## config.mk

```make
export PLATFORM = sky130hd
export DESIGN_NAME = ls_agu
export DESIGN_NICKNAME = d
export VERILOG_FILES = /design/src/rtl/agu_pkg.sv /design/src/rtl/agu_shifter.sv /design/src/rtl/agu_offset_sel.sv /design/src/rtl/agu_wb_ctrl.sv /design/src/rtl/ls_agu.sv
export SDC_FILE = /design/constraint.sdc
export NUM_CORES = 1
export LEC_CHECK = 0
export BUFFER_PORTS_ARGS = -buffer_cell sky130_fd_sc_hd__buf_2
export CAP_MARGIN = 0
export CORE_MARGIN = 2
export CORE_UTILIZATION = 36
export CTS_CLUSTER_SIZE = 24
export DETAILED_ROUTE_END_ITERATION = 7
export PLACE_DENSITY_LB_ADDON = 0.1
export SYNTH_ARGS = -nofsm -noshare
export SYNTH_HDL_FRONTEND = slang
export SYNTH_SLANG_ARGS = --single-unit
```

## constraint.sdc

```tcl
create_clock -name clk -period 7.7 [get_ports clk]
set_input_delay 2.31 -clock clk [delete_from_list [all_inputs] [get_ports clk]]
set_output_delay 2.31 -clock clk [all_outputs]
set_load 0.01 [all_outputs]
```

## src/rtl/agu_pkg.sv

```systemverilog
package agu_pkg;

    localparam int XLEN   = 32;
    localparam int SHW    = 5;
    localparam int RIDX_W = 4;

    typedef enum logic [1:0] {
        OFS_NONE  = 2'b00,
        OFS_IMM   = 2'b01,
        OFS_REG   = 2'b10,
        OFS_SHREG = 2'b11
    } ofs_sel_e;

    typedef enum logic [1:0] {
        SH_LSL = 2'b00,
        SH_LSR = 2'b01,
        SH_ASR = 2'b10,
        SH_ROR = 2'b11
    } sh_kind_e;

    typedef struct packed {
        logic [XLEN-1:0] addr;
        logic [XLEN-1:0] nbase;
        logic            wb;
        logic            haz;
    } agu_res_t;

    function automatic logic [XLEN-1:0] barrel(
        input logic [XLEN-1:0] v,
        input sh_kind_e        k,
        input logic [SHW-1:0]  a
    );
        logic [2*XLEN-1:0] dbl;
        logic [XLEN-1:0]   r;
        dbl = {v, v} >> a;
        case (k)
            SH_LSL:  r = v << a;
            SH_LSR:  r = v >> a;
            SH_ASR:  r = XLEN'($signed(v) >>> a);
            default: r = dbl[XLEN-1:0];
        endcase
        return r;
    endfunction

endpackage

```

## src/rtl/agu_shifter.sv

```systemverilog
module agu_shifter
    import agu_pkg::*;
(
    input  logic [XLEN-1:0] din,
    input  logic [1:0]      kind,
    input  logic [SHW-1:0]  amt,
    output logic [XLEN-1:0] dout
);
    always_comb begin
        dout = barrel(din, sh_kind_e'(kind), amt);
    end
endmodule

```

## src/rtl/agu_offset_sel.sv

```systemverilog
module agu_offset_sel
    import agu_pkg::*;
#(
    parameter int IMM_W = 12
) (
    input  logic [1:0]       sel,
    input  logic [IMM_W-1:0] imm,
    input  logic [XLEN-1:0]  reg_v,
    input  logic [XLEN-1:0]  shf_v,
    output logic [XLEN-1:0]  ofs
);
    localparam int PAD = XLEN - IMM_W;

    always_comb begin
        case (ofs_sel_e'(sel))
            OFS_NONE:  ofs = '0;
            OFS_IMM:   ofs = {{PAD{1'b0}}, imm};
            OFS_REG:   ofs = reg_v;
            default:   ofs = shf_v;
        endcase
    end
endmodule

```

## src/rtl/agu_wb_ctrl.sv

```systemverilog
module agu_wb_ctrl
    import agu_pkg::*;
(
    input  logic              post,
    input  logic              req,
    input  logic              load,
    input  logic [RIDX_W-1:0] bidx,
    input  logic [RIDX_W-1:0] didx,
    output logic              wb,
    output logic              haz
);
    logic want;
    logic clash;

    always_comb begin
        want  = post | req;
        clash = load && (bidx == didx);
        haz   = want & clash;
        wb    = want & ~clash;
    end
endmodule

```

## src/rtl/ls_agu.sv

```systemverilog
module ls_agu
    import agu_pkg::*;
#(
    parameter int IMM_W   = 12,
    parameter bit OUT_REG = 1'b1
) (
    input  logic              clk,
    input  logic              rst,
    input  logic [XLEN-1:0]   base_val,
    input  logic [IMM_W-1:0]  imm_ofs,
    input  logic [XLEN-1:0]   idx_val,
    input  logic [1:0]        sh_type,
    input  logic [SHW-1:0]    sh_amt,
    input  logic [1:0]        ofs_sel,
    input  logic              ofs_sub,
    input  logic              post_idx,
    input  logic              wb_req,
    input  logic              is_load,
    input  logic [RIDX_W-1:0] base_idx,
    input  logic [RIDX_W-1:0] dst_idx,
    output logic [XLEN-1:0]   acc_addr,
    output logic [XLEN-1:0]   new_base,
    output logic              wb_en,
    output logic              wb_hazard
);
    logic [XLEN-1:0] shf_c;
    logic [XLEN-1:0] ofs_c;
    logic [XLEN-1:0] sum_c;
    logic            wb_c;
    logic            haz_c;
    agu_res_t        res_c;
    agu_res_t        res_q;

    agu_shifter u_shf (
        .din  (idx_val),
        .kind (sh_type),
        .amt  (sh_amt),
        .dout (shf_c)
    );

    agu_offset_sel #(.IMM_W(IMM_W)) u_sel (
        .sel   (ofs_sel),
        .imm   (imm_ofs),
        .reg_v (idx_val),
        .shf_v (shf_c),
        .ofs   (ofs_c)
    );

    always_comb begin
        sum_c = ofs_sub ? (base_val - ofs_c) : (base_val + ofs_c);
    end

    agu_wb_ctrl u_wb (
        .post (post_idx),
        .req  (wb_req),
        .load (is_load),
        .bidx (base_idx),
        .didx (dst_idx),
        .wb   (wb_c),
        .haz  (haz_c)
    );

    always_comb begin
        res_c.addr  = post_idx ? base_val : sum_c;
        res_c.nbase = sum_c;
        res_c.wb    = wb_c;
        res_c.haz   = haz_c;
    end

    generate
        if (OUT_REG) begin : g_reg
            always_ff @(posedge clk) begin
                if (rst) res_q <= '0;
                else     res_q <= res_c;
            end

            AST_OUT_LATENCY: assert property (@(posedge clk) disable iff (rst)
                1'b1 |=> (acc_addr == $past(res_c.addr) && new_base == $past(res_c.nbase)));
        end else begin : g_comb
            always_comb res_q = res_c;
        end
    endgenerate

    assign acc_addr  = res_q.addr;
    assign new_base  = res_q.nbase;
    assign wb_en     = res_q.wb;
    assign wb_hazard = res_q.haz;

    AST_ZERO_OFFSET: assert property (@(posedge clk) disable iff (rst)
        (ofs_sel == 2'b00) |-> (sum_c == base_val));
    AST_SHAMT_ZERO: assert property (@(posedge clk) disable iff (rst)
        (ofs_sel == 2'b11 && sh_amt == '0) |-> (ofs_c == idx_val));
    AST_PLAIN_NO_WB: assert property (@(posedge clk) disable iff (rst)
        (!post_idx && !wb_req) |-> (!wb_c && !haz_c));
    AST_POST_WB: assert property (@(posedge clk) disable iff (rst)
        (post_idx && !is_load) |-> wb_c);
    AST_HAZ_EXCL: assert property (@(posedge clk) disable iff (rst)
        !(wb_c && haz_c));
endmodule

```

=== Word level (Yosys, flattened, before mapping) ===
Index checks and enable logic that the tools add are counted.
W data, S select, Z words.

* Register bits: 66
* Bits in read-only memories: 0
* Memory bits (writable): 0
* Input bits: 99
* Memories: 0
* Word-level logic and storage cells: 26
* Latch bits: 0

* Multiply operators: 0
* Order comparisons: 0
* Shifts and indexed selects: 4
* Add/sub/neg operators: 2
* Div/mod/pow operators: 0
* Muxes and demuxes: 4
* Eq/ne operators: 5
* Bitwise gates (word level): 4
* Reductions and logical operators: 3

{| class="wikitable"
|+ Operators by type and width
! operator !! number
|-
| $pmux W32 S3 || 2
|-
| $mux W32 || 2
|-
| $shr A64 B5 Y32 || 1
|-
| $add A32 B32 Y32 || 1
|-
| $shl A32 B5 Y32 || 1
|-
| $shr A32 B5 Y32 || 1
|-
| $sshr A32 B5 Y32 || 1
|-
| $sub A32 B32 Y32 || 1
|-
| $eq A2 B1 Y1 const B || 2
|-
| $eq A2 B2 Y1 const B || 2
|-
| $eq A4 B4 Y1 || 1
|-
| $logic_not A2 Y1 || 2
|-
| $and A1 B1 Y1 || 2
|-
| $logic_and A1 B1 Y1 || 1
|-
| $not A1 Y1 || 1
|-
| $or A1 B1 Y1 || 1
|}

=== Depth between registers and ports, before layout ===
Gate-level depths: netlist (run 1).

* Depth after elaboration: 6
* Depth in mapped cells: 29
* Gate-level depth less buffers: 24

=== By module ===
A second synthesis (run 1) with hierarchy kept.

* Cell total of the unflattened synthesis: 1,377
* Area, all modules: 10,328.7 µm²

{| class="wikitable"
|+ By module, submodules not included
! module !! cells each !! seq. area each (µm²) !! area each (µm²) !! instances
|-
| agu_shifter || 716 || 0.0 || 5,013.6 || 1
|-
| ls_agu || 579 || 1,321.3 || 4,584.4 || 1
|-
| agu_offset_sel || 73 || 0.0 || 664.4 || 1
|-
| agu_wb_ctrl || 9 || 0.0 || 66.3 || 1
|}

=== Least setup slack after synthesis (run 1) ===
No wires, ideal clock.

* Kind: input port to flip-flop
* Start: input port sh_amt[1]
* End: register res_q (netlist bit acc_addr[28])
* Data arrival time: 7.203 ns
* Setup time: 0.128 ns
* Path slack: 0.369 ns
* Data required time: 7.572 ns
* Stages: 27
* Path buffers: 3
* Path through: buf_6 -> buf_6 -> buf_4 -> mux4_2 -> mux2i_1 -> o21ai_1 -> nor4b_1 -> nor2_1 -> a21oi_1 -> nand4_1 -> nor4_4 -> and2_1 -> nor2_1 -> xnor2_1 -> ha_1 -> a21oi_1 -> nor2b_1 -> o21ai_0 -> nand2b_1 -> nand2_1 -> o221a_2 -> o21ai_0 -> a221o_1 -> a311oi_1 -> xor2_1 -> o21a_1 -> nor2_1

* Longest elaborated chain between the ends: 6

{| class="wikitable"
|+ Ends and longest elaborated chain
! element !! line !! source
|-
| start, declared || ls_agu.sv:13 || <nowiki>input logic [SHW-1:0] sh_amt,</nowiki>
|-
| $shr A64 B5 Y32 (tied with other cells) || agu_pkg.sv:35 || <nowiki>dbl = {v, v} >> a;</nowiki>
|-
| $pmux W32 S3 (*) || agu_pkg.sv:36 || <nowiki>case (k)</nowiki>
|-
| $pmux W32 S3 (*) || agu_offset_sel.sv:15 || <nowiki>case (ofs_sel_e'(sel))</nowiki>
|-
| $add A32 B32 Y32 or $sub A32 B32 Y32 (tied branches) || ls_agu.sv:50 || <nowiki>sum_c = ofs_sub ? (base_val - ofs_c) : (base_val + ofs_c);</nowiki>
|-
| $mux W32 (*) || ls_agu.sv:50 ||
|-
| $mux W32 (*) || ls_agu.sv:64 || <nowiki>res_c.addr = post_idx ? base_val : sum_c;</nowiki>
|-
| end signal, assigned || ls_agu.sv:74 || <nowiki>else res_q <= res_c;</nowiki>
|-
| end, declared || ls_agu.sv:32 || <nowiki>agu_res_t res_q;</nowiki>
|}

Every way passes the cells marked *; elsewhere a longest branch is shown, timed or not.
A chain may end at the register's enable or synchronous reset.

=== Final worst setup path (run 1) ===
* Start: input port sh_amt[2]
* End: register res_q (netlist bit acc_addr[29])

The elaborated chain is that of the path after synthesis.

==> impl_metrics.py, run 1 <==
metrics = {
    "run_status": {
        "status": "complete, no violations",
    },
    "synthesis": {
        "synth_commonest_cells": "nor2_1, nand2_1, mux2i_1, a21oi_1, clkbuf_1",
        "ys_ff_latch": 66,
        "synth_area_um2": 10900,
        "yosys_warnings": 0,
        "synth_cell_type_count": 85,
        "yosysTopAreaCell": "dfxtp_1",
        "yosysMostFrequentCell": "nor2_1",
        "ys_seq_area_share_pct": 12.1,
        "syn-num-nets": 1504,
        "synth_edf_count": 0,
        "avgSynthCellArea_um2": 7.95,
        "synth_cells": 1372,
        "synth_top_area_share_pct": 12.1,
        "postSynth.asyncResetShare_pct": 0,
        "synth_area_leaders": "dfxtp_1, mux4_2, mux2i_1, nor2_1, mux2_2",
        "yosys_most_used_dff": "dfxtp_1",
    },
    "worst_setup_path": {
        "start_kind": "primary input",
        "cp_slowest_cell": "a222oi_1",
        "end_kind": "flip-flop",
        "crit_type": "in -> reg",
        "cp_max_fo": 13,
        "cp.required_ns": 7.91,
        "critPathLaunch": "sh_amt[2]",
        "crit_family": "compound AO/OA/AOI/OAI gates",
        "critPathMostFrequentCell": "buf_4",
        "cp-endpoint": "acc_addr[29]$_SDFF_PP0_",
        "critPathArrivalTime_ns": 7.61,
        "cpPeakStageDelay_ns": 0.78,
        "path_buf_inv": 4,
        "cp_num_cells": 26,
    },
    "pwr": {
        "p_sw_share_pct": 42.0,
        "power.clock.fraction_pct": 19.0,
        "seqPwrFrac_pct": 18.7,
        "p_leak_uw": 0.00674,
        "internal_power_uw": 1320,
        "peakVddDrop_mv": 0.101,
        "powerDensity_nw_per_um2": 152,
        "p_sw_uw": 953,
        "p_comb_share_pct": 62.3,
    },
    "finish": {
        "n_fill_cell": 2963,
        "diodes": 0,
        "final_core_util_pct": 50.2,
        "drive_above_1_share_pct": 39.3,
        "nNetsFinal": 1918,
        "multiInputGateArea_um2": 8810,
        "finalNonFillerCells": 2181,
        "area_growth_pct": 36.6,
        "regArea_um2": 1320,
    },
    "placement": {
        "place_congestion": 1.03,
        "io_buffers": 164,
        "post-dp-hpwl_mm": 47.2,
        "pre_cts_ws_ns": -0.382,
        "dp_cells": 2164,
    },
    "global_routing": {
        "overflow": 0,
        "antenna_found_initial": 0,
        "track_usage_pct": 36.2,
        "grt_first_pass_wirelength_mm": 83.9,
        "first_global_vias": 12800,
        "grt_max_degree": 72,
    },
    "routing": {
        "drc": 0,
        "routed_wl_mm": 57.8,
        "routedWlPerCell_um": 26.5,
        "first_pass_iters": 6,
        "initialDrtViolationCount": 1788,
        "vias_per_cell": 6.16,
        "vias": 13400,
        "drtAntennaViolNets": 0,
    },
    "timing": {
        "tightest_slew_ns": 1.04,
        "period_minus_slack_ns": 7.40,
        "rsz0062_at_grt": "false",
        "finalSetupTns_ns": 0,
        "setup_viol": 0,
        "drv_slew": 0,
        "fmax_mhz": 135,
        "max-slew-margin-rel_pct": 29.8,
        "finalCritPeriodShare_pct": 96.1,
        "hold_violations": 0,
        "worst_slack_ns": 0.302,
        "timing.hold.ws_ns": 2.21,
    },
    "die": {
        "die-area_um2": 31700,
        "ios": 165,
        "die_w_um": 178,
        "core_um2": 29700,
        "dieHeight_um": 178,
        "rows": 63,
        "start_util_pct": 36.7,
    },
    "clock_tree": {
        "cts_root_buf": "clkbuf_16",
        "htreeDepth": 3,
        "clk_pin_slew_worst_paths_ns": 0.06,
        "cts_tree": "done",
        "cts_max_path_buffers": 2,
        "clock_sinks": 66,
        "cts_made_buffers": 9,
    },
    "job": {
        "cap_violations": 0,
    },
    "hold_path": {
        "holdCritPathClass": "in -> reg",
    },
}
-- registers in the layout, summed over array words and instances (netlist names) --
signal     cells
new_base      32
acc_addr      32
wb_hazard      1
wb_en          1
-- cell usage in the layout (no fill, tap or decap), types with 12 or more instances in the layout --
| cell type | synthesis | layout |
|---|---|---|
| a211oi_1 | 18 | 16 |
| a21o_1 | 19 | 19 |
| a21oi_1 | 87 | 85 |
| a221oi_1 | 16 | 14 |
| a22oi_1 | 15 | 14 |
| a31oi_1 | 24 | 23 |
| and3_1 | 22 | 22 |
| buf_12 | 4 | 16 |
| buf_2 | 31 | 160 |
| buf_4 | 17 | 360 |
| dfxtp_1 | 66 | 66 |
| ha_1 | 32 | 32 |
| inv_1 | 29 | 29 |
| mux2_2 | 46 | 46 |
| mux2i_1 | 93 | 91 |
| mux4_2 | 53 | 53 |
| nand2_1 | 95 | 95 |
| nand2b_1 | 16 | 16 |
| nand3_1 | 34 | 34 |
| nand4_1 | 14 | 14 |
| nor2_1 | 155 | 155 |
| nor2b_1 | 18 | 18 |
| nor3_1 | 28 | 26 |
| o211ai_1 | 17 | 17 |
| o21a_1 | 17 | 17 |
| o21ai_0 | 58 | 55 |
| o22ai_1 | 24 | 23 |
| o31ai_1 | 13 | 12 |
| xnor2_1 | 33 | 33 |
| xor2_1 | 28 | 28 |
-- cell type report --
cell class                      count  share of cell area [%]
Sequential cell                    66                    8.87
Clock inverter                      7                   0.520
Timing Repair Buffer              540                    25.9
Multi-Input combinational cell   1137                    59.1
Tap cell                          390                    3.27
Clock buffer                        9                    1.51
Inverter                           32                   0.806
-- repair_timing --
action,in CTS,in global routing
setup buffers,0,1
setup endpoints to repair,3,19
gates resized for setup,1,27
hold buffers,0,0
pin swaps,0,5
hold endpoints to repair,0,0
-- power by group through the flow --
stage	logic [uW]	clock network [uW]	registers (uW)
after floorplan	719	0	475
after global placement	1370	0	432
after detailed placement	1370	0	433
after CTS	1380	443	426
after global routing	1520	454	433
final	1410	430	425
-- stage by stage --
| stage | power (uW) | cell area, um2 |
|---|---|---|
| after CTS | 2250 | 14800 |
| after floorplan | 1190 | 10900 |
| final | 2270 | 14900 |
| after global routing | 2410 | 14900 |
| after detailed placement | 1800 | 14500 |
| after global placement | 1800 | 14500 |
-- logic make-up (layout without fill, tap and decap cells) --
| kind of cell | after synthesis | after routing | share of synthesized area (%) |
|---|---|---|---|
| AND/OR/NAND/NOR | 431 | 431 | 19.0 |
| AO/OA/AOI/OAI | 412 | 412 | 26.1 |
| multiplexers | 200 | 200 | 26.0 |
| buffers and inverters | 169 | 588 | 8.04 |
| flip-flops | 66 | 66 | 12.1 |
| XOR/XNOR | 61 | 61 | 4.90 |
| adder cells (fa/ha/maj) | 33 | 33 | 3.85 |
-- layer usage --
layer  global-route usage [%]  up-vias  part of all wire, %
met1                     48.4     6451                   42
met5                        0        -                    0
met4                     16.5        0                  5.1
met3                     7.48      150                  9.6
li1                         -     6056                    -
met2                     56.1      772                   44
-- worst min-delay path, cell delays in order --
cell and delay (ns):
buf_2 0.09, nand2_1 0.06, nor3_1 0.05
-- worst min path at each step --
stage | cells after the start | to | startpoint | slack, ns
after global placement | 3 | acc_addr[0]$_SDFF_PP0_ | base_val[0] | 2.55
after CTS | 3 | wb_hazard$_SDFF_PP0_ | is_load | 2.20
after floorplan | 2 | acc_addr[0]$_SDFF_PP0_ | base_val[0] | 2.45
after detailed placement | 3 | wb_en$_SDFF_PP0_ | wb_req | 2.57
after global routing | 3 | acc_addr[5]$_SDFF_PP0_ | base_val[5] | 2.22
final | 3 | wb_hazard$_SDFF_PP0_ | is_load | 2.21
Power figures use the tool's default switching activity.
==> run 2: changes to the inputs <==
Settings changed: CORE_UTILIZATION 36 to 55, CTS_BUF_LIST from default to sky130_fd_sc_hd__clkbuf_8.
==> run 2 against run 1 <==
Net effect:
- flip-flop and latch count did not move
- core utilization rose by 18 points
- clock power shrank 41%
- power fell by 12%
- die area down 34%
- worst hold slack got worse by 0.0065 ns
- first-iteration DRC count fell by 1.3%
- sequential share of layout area is 1.0 points higher
- highest routed layer is now met5
==> impl_metrics.py, run 2 (synthesis results as in run 1) <==
metrics = {
    "run_status": {
        "status": "complete, no violations",
    },
    "placement": {
        "dp_cells": 1890,
        "io_buffers": 164,
        "place_congestion": 1.14,
        "post-dp-hpwl_mm": 39.1,
    },
    "pwr": {
        "powerDensity_nw_per_um2": 149,
        "p_leak_uw": 0.00592,
        "peakVddDrop_mv": 0.0755,
    },
    "clock_tree": {
        "cts_root_buf": "clkbuf_8",
        "cts_made_buffers": 9,
        "cts_tree": "done",
        "htreeDepth": 3,
        "postCtsHoldBufs": 0,
        "clk_pin_slew_worst_paths_ns": 0.08,
        "cts_setup_buffers": 0,
        "cts-resized-gates": 0,
        "clock_sinks": 66,
        "cts_max_path_buffers": 2,
    },
    "routing": {
        "routed_wl_mm": 51.1,
        "routedWlPerCell_um": 26.8,
        "wl_met2_mm": 21.7,
        "vias_per_cell": 7.04,
        "first_pass_iters": 7,
        "vias": 13400,
        "met3_length_mm": 7.26,
        "top_layer_used": "met5",
        "drtAntennaViolNets": 0,
        "drc": 0,
        "initialDrtViolationCount": 1764,
        "wl_met1_mm": 17.5,
    },
    "timing": {
        "fmax_mhz": 132,
        "period_minus_slack_ns": 7.58,
        "drv_slew": 0,
        "max-slew-margin-rel_pct": 21.7,
        "hold_violations": 0,
        "tightest_slew_ns": 1.17,
        "finalCritPeriodShare_pct": 98.5,
        "setup_viol": 0,
    },
    "finish": {
        "layout_commonest_cell": "buf_4",
        "finalNonFillerCells": 1906,
        "area_growth_pct": 22.5,
        "diodes": 0,
        "layout_common_cells": "buf_4, buf_2, nor2_1",
        "final_core_util_pct": 68.6,
        "drive_above_1_share_pct": 33.2,
        "nNetsFinal": 1768,
    },
    "hold_path": {
        "min_to": "wb_hazard$_SDFF_PP0_",
        "holdCritPathClass": "in -> reg",
        "hold_path_depth": 3,
        "hp-start": "is_load",
    },
    "die": {
        "die_w_um": 145,
        "dieHeight_um": 145,
        "rows": 51,
        "core_um2": 19500,
        "die-area_um2": 21000,
        "start_util_pct": 56.0,
        "ios": 165,
    },
    "worst_setup_path": {
        "start_kind": "primary input",
        "critPathMostFrequentCell": "buf_4",
        "cp_max_fo": 19,
        "critPathArrivalTime_ns": 7.78,
        "path_buf_inv": 7,
        "crit_family": "compound AO/OA/AOI/OAI gates",
        "end_kind": "flip-flop",
        "cp_slowest_cell": "a222oi_1",
        "cpPeakStageDelay_ns": 0.52,
        "cp.required_ns": 7.90,
        "crit_type": "in -> reg",
    },
    "global_routing": {
        "grt_max_degree": 72,
        "first_global_vias": 12200,
        "track_usage_pct": 47.6,
        "antenna_found_initial": 1,
        "grt_first_pass_wirelength_mm": 74.1,
        "overflow": 0,
    },
    "job": {
        "cap_violations": 0,
    },
}
run 2: changes by cell type in the layout (fill, tap and decap cells not counted), moves of 2 or more:
cell / delta
a21oi_1: +2
a21oi_2: -2
buf_12: -7
buf_4: -141
buf_6: -2
clkbuf_16: -9
clkbuf_8: +10
clkinv_2: +2
clkinv_4: -2
inv_6: -2
nor3_1: +2
nor3_2: -2
run 2: worst max path at each step:
stage | startpoint | end | slack, ns | cells past startpoint
after floorplan | sh_amt[1] | acc_addr[28]$_SDFF_PP0_ | 0.37 | 27
after global placement | sh_amt[0] | acc_addr[28]$_SDFF_PP0_ | -0.06 | 27
after detailed placement | sh_amt[1] | acc_addr[30]$_SDFF_PP0_ | -0.09 | 22
after CTS | sh_amt[0] | acc_addr[23]$_SDFF_PP0_ | 0.23 | 27
after global routing | sh_amt[2] | acc_addr[28]$_SDFF_PP0_ | -0.03 | 26
final | sh_amt[2] | acc_addr[28]$_SDFF_PP0_ | 0.12 | 26
run 2: power breakdown:
group          switching, uW  internal [uW]  leakage [uW]
clock                    131            122     0.0000892
combinational            743            574       0.00529
sequential              14.3            411      0.000549
run 2: metal layers:
layer  vias up  GRT usage, %
met5         -             0
met4         2          33.3
met3       333          15.1
met2      1221          72.9
met1      6110          56.5
li1       5754             -
run 2: area by class of cell:
cell class                 instances  area [um2]
tap                              265         332
clock inverter                     6        33.8
fill                            1660        6100
multi-input combinational       1137        8770
sequential                        66        1320
timing repair buffer             390        2640
inverter                          32         120
clock buffer                      10         138
run 2: through the flow:
step	area, um2	power [uW]	hold slack [ns]	setup WS, ns	TNS [ns]
3_3_place_gp	13100	1660	2.56	-0.0645	-0.113
4_1_cts	13300	1950	2.20	0.226	0
6_report	13400	2000	2.21	0.118	0
2_1_floorplan	10900	1190	2.45	0.369	0
3_5_place_dp	13100	1680	2.57	-0.0925	-0.211
5_1_grt	13400	2110	2.22	-0.0291	-0.0291
==> run 3: changes to the inputs <==
Settings changed: ABC_AREA from default to 1, CORE_UTILIZATION 55 to 54, GPL_TIMING_DRIVEN from default to 0.
==> run 3 against run 2 <==
Net effect:
- the run now ends with design-rule violations left
- flip-flop and latch count unchanged
- sequential power hardly changed
- clock power grew 33%
- final cell count up 9.5%
- via count fell by 4.9%
- die area shrank 13%
- largest cell class unchanged
- largest power group unchanged
- highest routed layer unchanged
==> impl_metrics.py, run 3 <==
metrics = {
    "timing": {
        "period_minus_slack_ns": 7.31,
        "finalSetupTns_ns": 0,
        "hold_violations": 0,
        "tightest_slew_ns": 0.771,
        "setup_viol": 0,
        "worst_slack_ns": 0.388,
        "finalCritPeriodShare_pct": 95.0,
        "rsz0062_at_grt": "false",
        "timing.hold.ws_ns": 2.20,
        "drv_slew": 0,
        "max-slew-margin-rel_pct": 48.6,
        "fmax_mhz": 137,
    },
    "routing": {
        "drc": 13,
        "initialDrtViolationCount": 1827,
        "routed_wl_mm": 44.0,
        "first_pass_iters": 8,
        "drtAntennaViolNets": 0,
        "vias_per_cell": 6.11,
        "vias": 12800,
        "routedWlPerCell_um": 21.1,
    },
    "global_routing": {
        "track_usage_pct": 47.1,
        "overflow": 0,
        "first_global_vias": 11700,
        "met1_usage_pct": 51.9,
        "grt_max_degree": 13,
        "top_usage_layer": "met2",
        "antenna_found_initial": 1,
        "grt_use_met3_pct": 15.0,
        "grt_first_pass_wirelength_mm": 64.8,
        "use_met2_pct": 73.7,
    },
    "run_status": {
        "status": "finished with violations",
        "violations": "design-rule violations",
    },
    "worst_setup_path": {
        "cp.required_ns": 7.95,
        "crit_type": "in -> reg",
        "cp_slowest_cell": "a21boi_0",
        "critPathMostFrequentCell": "nand2_1",
        "cp_max_fo": 10,
        "cpPeakStageDelay_ns": 0.49,
        "critPathArrivalTime_ns": 7.56,
        "end_kind": "flip-flop",
        "critPathLaunch": "sh_amt[0]",
        "start_kind": "primary input",
    },
    "synthesis": {
        "yosys_most_used_dff": "dfxtp_1",
        "synth_area_um2": 9320,
        "yosysTopAreaCell": "nand2_1",
        "yosysMostFrequentCell": "nand2_1",
        "postSynth.asyncResetShare_pct": 0,
        "ys_ff_latch": 66,
        "synth_xor_area_share_pct": 5.17,
        "synth_cell_type_count": 50,
        "yosys_warnings": 0,
        "synth_area_leaders": "nand2_1, nand3_1, dfxtp_1, nor2_1, inv_1",
        "avgSynthCellArea_um2": 5.52,
        "synthAdderAreaFrac_pct": 4.51,
        "yosys.area_share.simple_pct": 54.1,
        "synth_top_area_share_pct": 23.5,
        "synth_edf_count": 0,
        "synth_cells": 1688,
        "synth_commonest_cells": "nand2_1, nand3_1, nor2_1, inv_1, dfxtp_1",
        "synth_compound_area_share_pct": 11.5,
        "ys_seq_area_share_pct": 14.2,
        "synthMuxAreaShare_pct": 0,
        "synth_top_family_by_area": "simple AND/OR/NAND/NOR gates",
        "syn-num-nets": 1820,
    },
    "finish": {
        "diodes": 0,
        "area_growth_pct": 14.0,
        "layout_commonest_cell": "nand2_1",
        "design_area_um2": 10600,
        "drive_above_1_share_pct": 15.7,
        "layout_common_cells": "nand2_1, nand3_1, buf_2",
        "nNetsFinal": 1989,
    },
    "die": {
        "die-area_um2": 18300,
        "core_um2": 17100,
        "start_util_pct": 54.6,
        "dieHeight_um": 135,
        "die_w_um": 135,
        "ios": 165,
        "rows": 48,
    },
    "clock_tree": {
        "cts_made_buffers": 9,
        "clk_pin_slew_worst_paths_ns": 0.08,
        "cts_max_path_buffers": 2,
        "cts_tree": "done",
        "postCtsHoldBufs": 0,
        "htreeDepth": 3,
        "clock_sinks": 66,
        "cts_root_buf": "clkbuf_8",
    },
    "pwr": {
        "total_power_uw": 1800,
        "p_leak_uw": 0.00593,
        "powerDensity_nw_per_um2": 169,
        "peakVddDrop_mv": 0.152,
    },
    "hold_path": {
        "hp-start": "base_val[2]",
        "holdCritPathClass": "in -> reg",
    },
    "placement": {
        "place_congestion": 1.20,
        "post-dp-hpwl_mm": 34.3,
        "place_area_um2": 10400,
        "pre_cts_ws_ns": 0.304,
        "io_buffers": 158,
    },
    "job": {
        "cap_violations": 0,
    },
}
==> run 3: changes by cell type in the layout (fill, tap and decap cells not counted), sizes merged, moves of 20 or more <==
cell / delta
mux4: -60
nand2: +524
nand3: +304
inv: +102
a31oi: -20
o21ai: -20
and3: -22
mux2i: -94
mux2: -46
nor3: -22
clkbuf: +29
buf: -177
==> run 3: layout make-up <==
| class | count | area, um2 |
|---|---|---|
| multi-input combinational | 1400 | 7010 |
| fill | 1777 | 6440 |
| sequential | 66 | 1320 |
| timing repair buffer | 158 | 791 |
| inverter | 138 | 520 |
| buffer | 84 | 462 |
| tap | 225 | 282 |
| clock buffer | 10 | 138 |
| clock inverter | 6 | 90.1 |
==> run 3: report_power, final <==
part	switching, uW	internal, uW
logic	692	343
registers	14.1	410
clock network	146	192
==> run 3: cells by family (layout without fill, tap and decap cells) <==
logic type / after synthesis / in the layout
xor+xnor: 55 / 55
buf+inv: 222 / 396
compound gates: 173 / 173
simple gates: 1139 / 1139
fa+ha+maj: 33 / 33
flops: 66 / 66
==> run 3: worst paths after layout <==
check | to | slack, ns | cells past startpoint
worst min-delay path | acc_addr[2]$_SDFF_PP0_ | 2.20 | 3
worst max-delay path | acc_addr[21]$_SDFF_PP0_ | 0.39 | 34
==> run 3: repair_timing <==
action | 4_1_cts | 5_1_grt
hold endpoints to repair | 0 | 0
setup endpoints to repair | 0 | 2
setup buffers | 0 | 0
resized for setup | 0 | 1
==> run 3: metal layers <==
layer | vias up | wire (um)
met5 | - | 17
met4 | 2 | 4400
met3 | 300 | 5910
met2 | 988 | 18600
met1 | 5572 | 15000
li1 | 5894 | -
==> run 3: worst max-delay path: cells and delay by family <==
| family | cells | cell delay [ns] |
|---|---|---|
| compound gates | 8 | 2.00 |
| xor+xnor | 1 | 0.24 |
| fa+ha+maj | 2 | 0.57 |
| buf+inv | 7 | 0.74 |
| simple gates | 16 | 1.68 |
==> run 3: metrics by stage <==
step	cells	util (%)
final	2087	62.3
after global routing	2087	62.3
after CTS	2087	62.2
after detailed placement	2071	60.9
after global placement	2071	60.9
after floorplan	1688	-
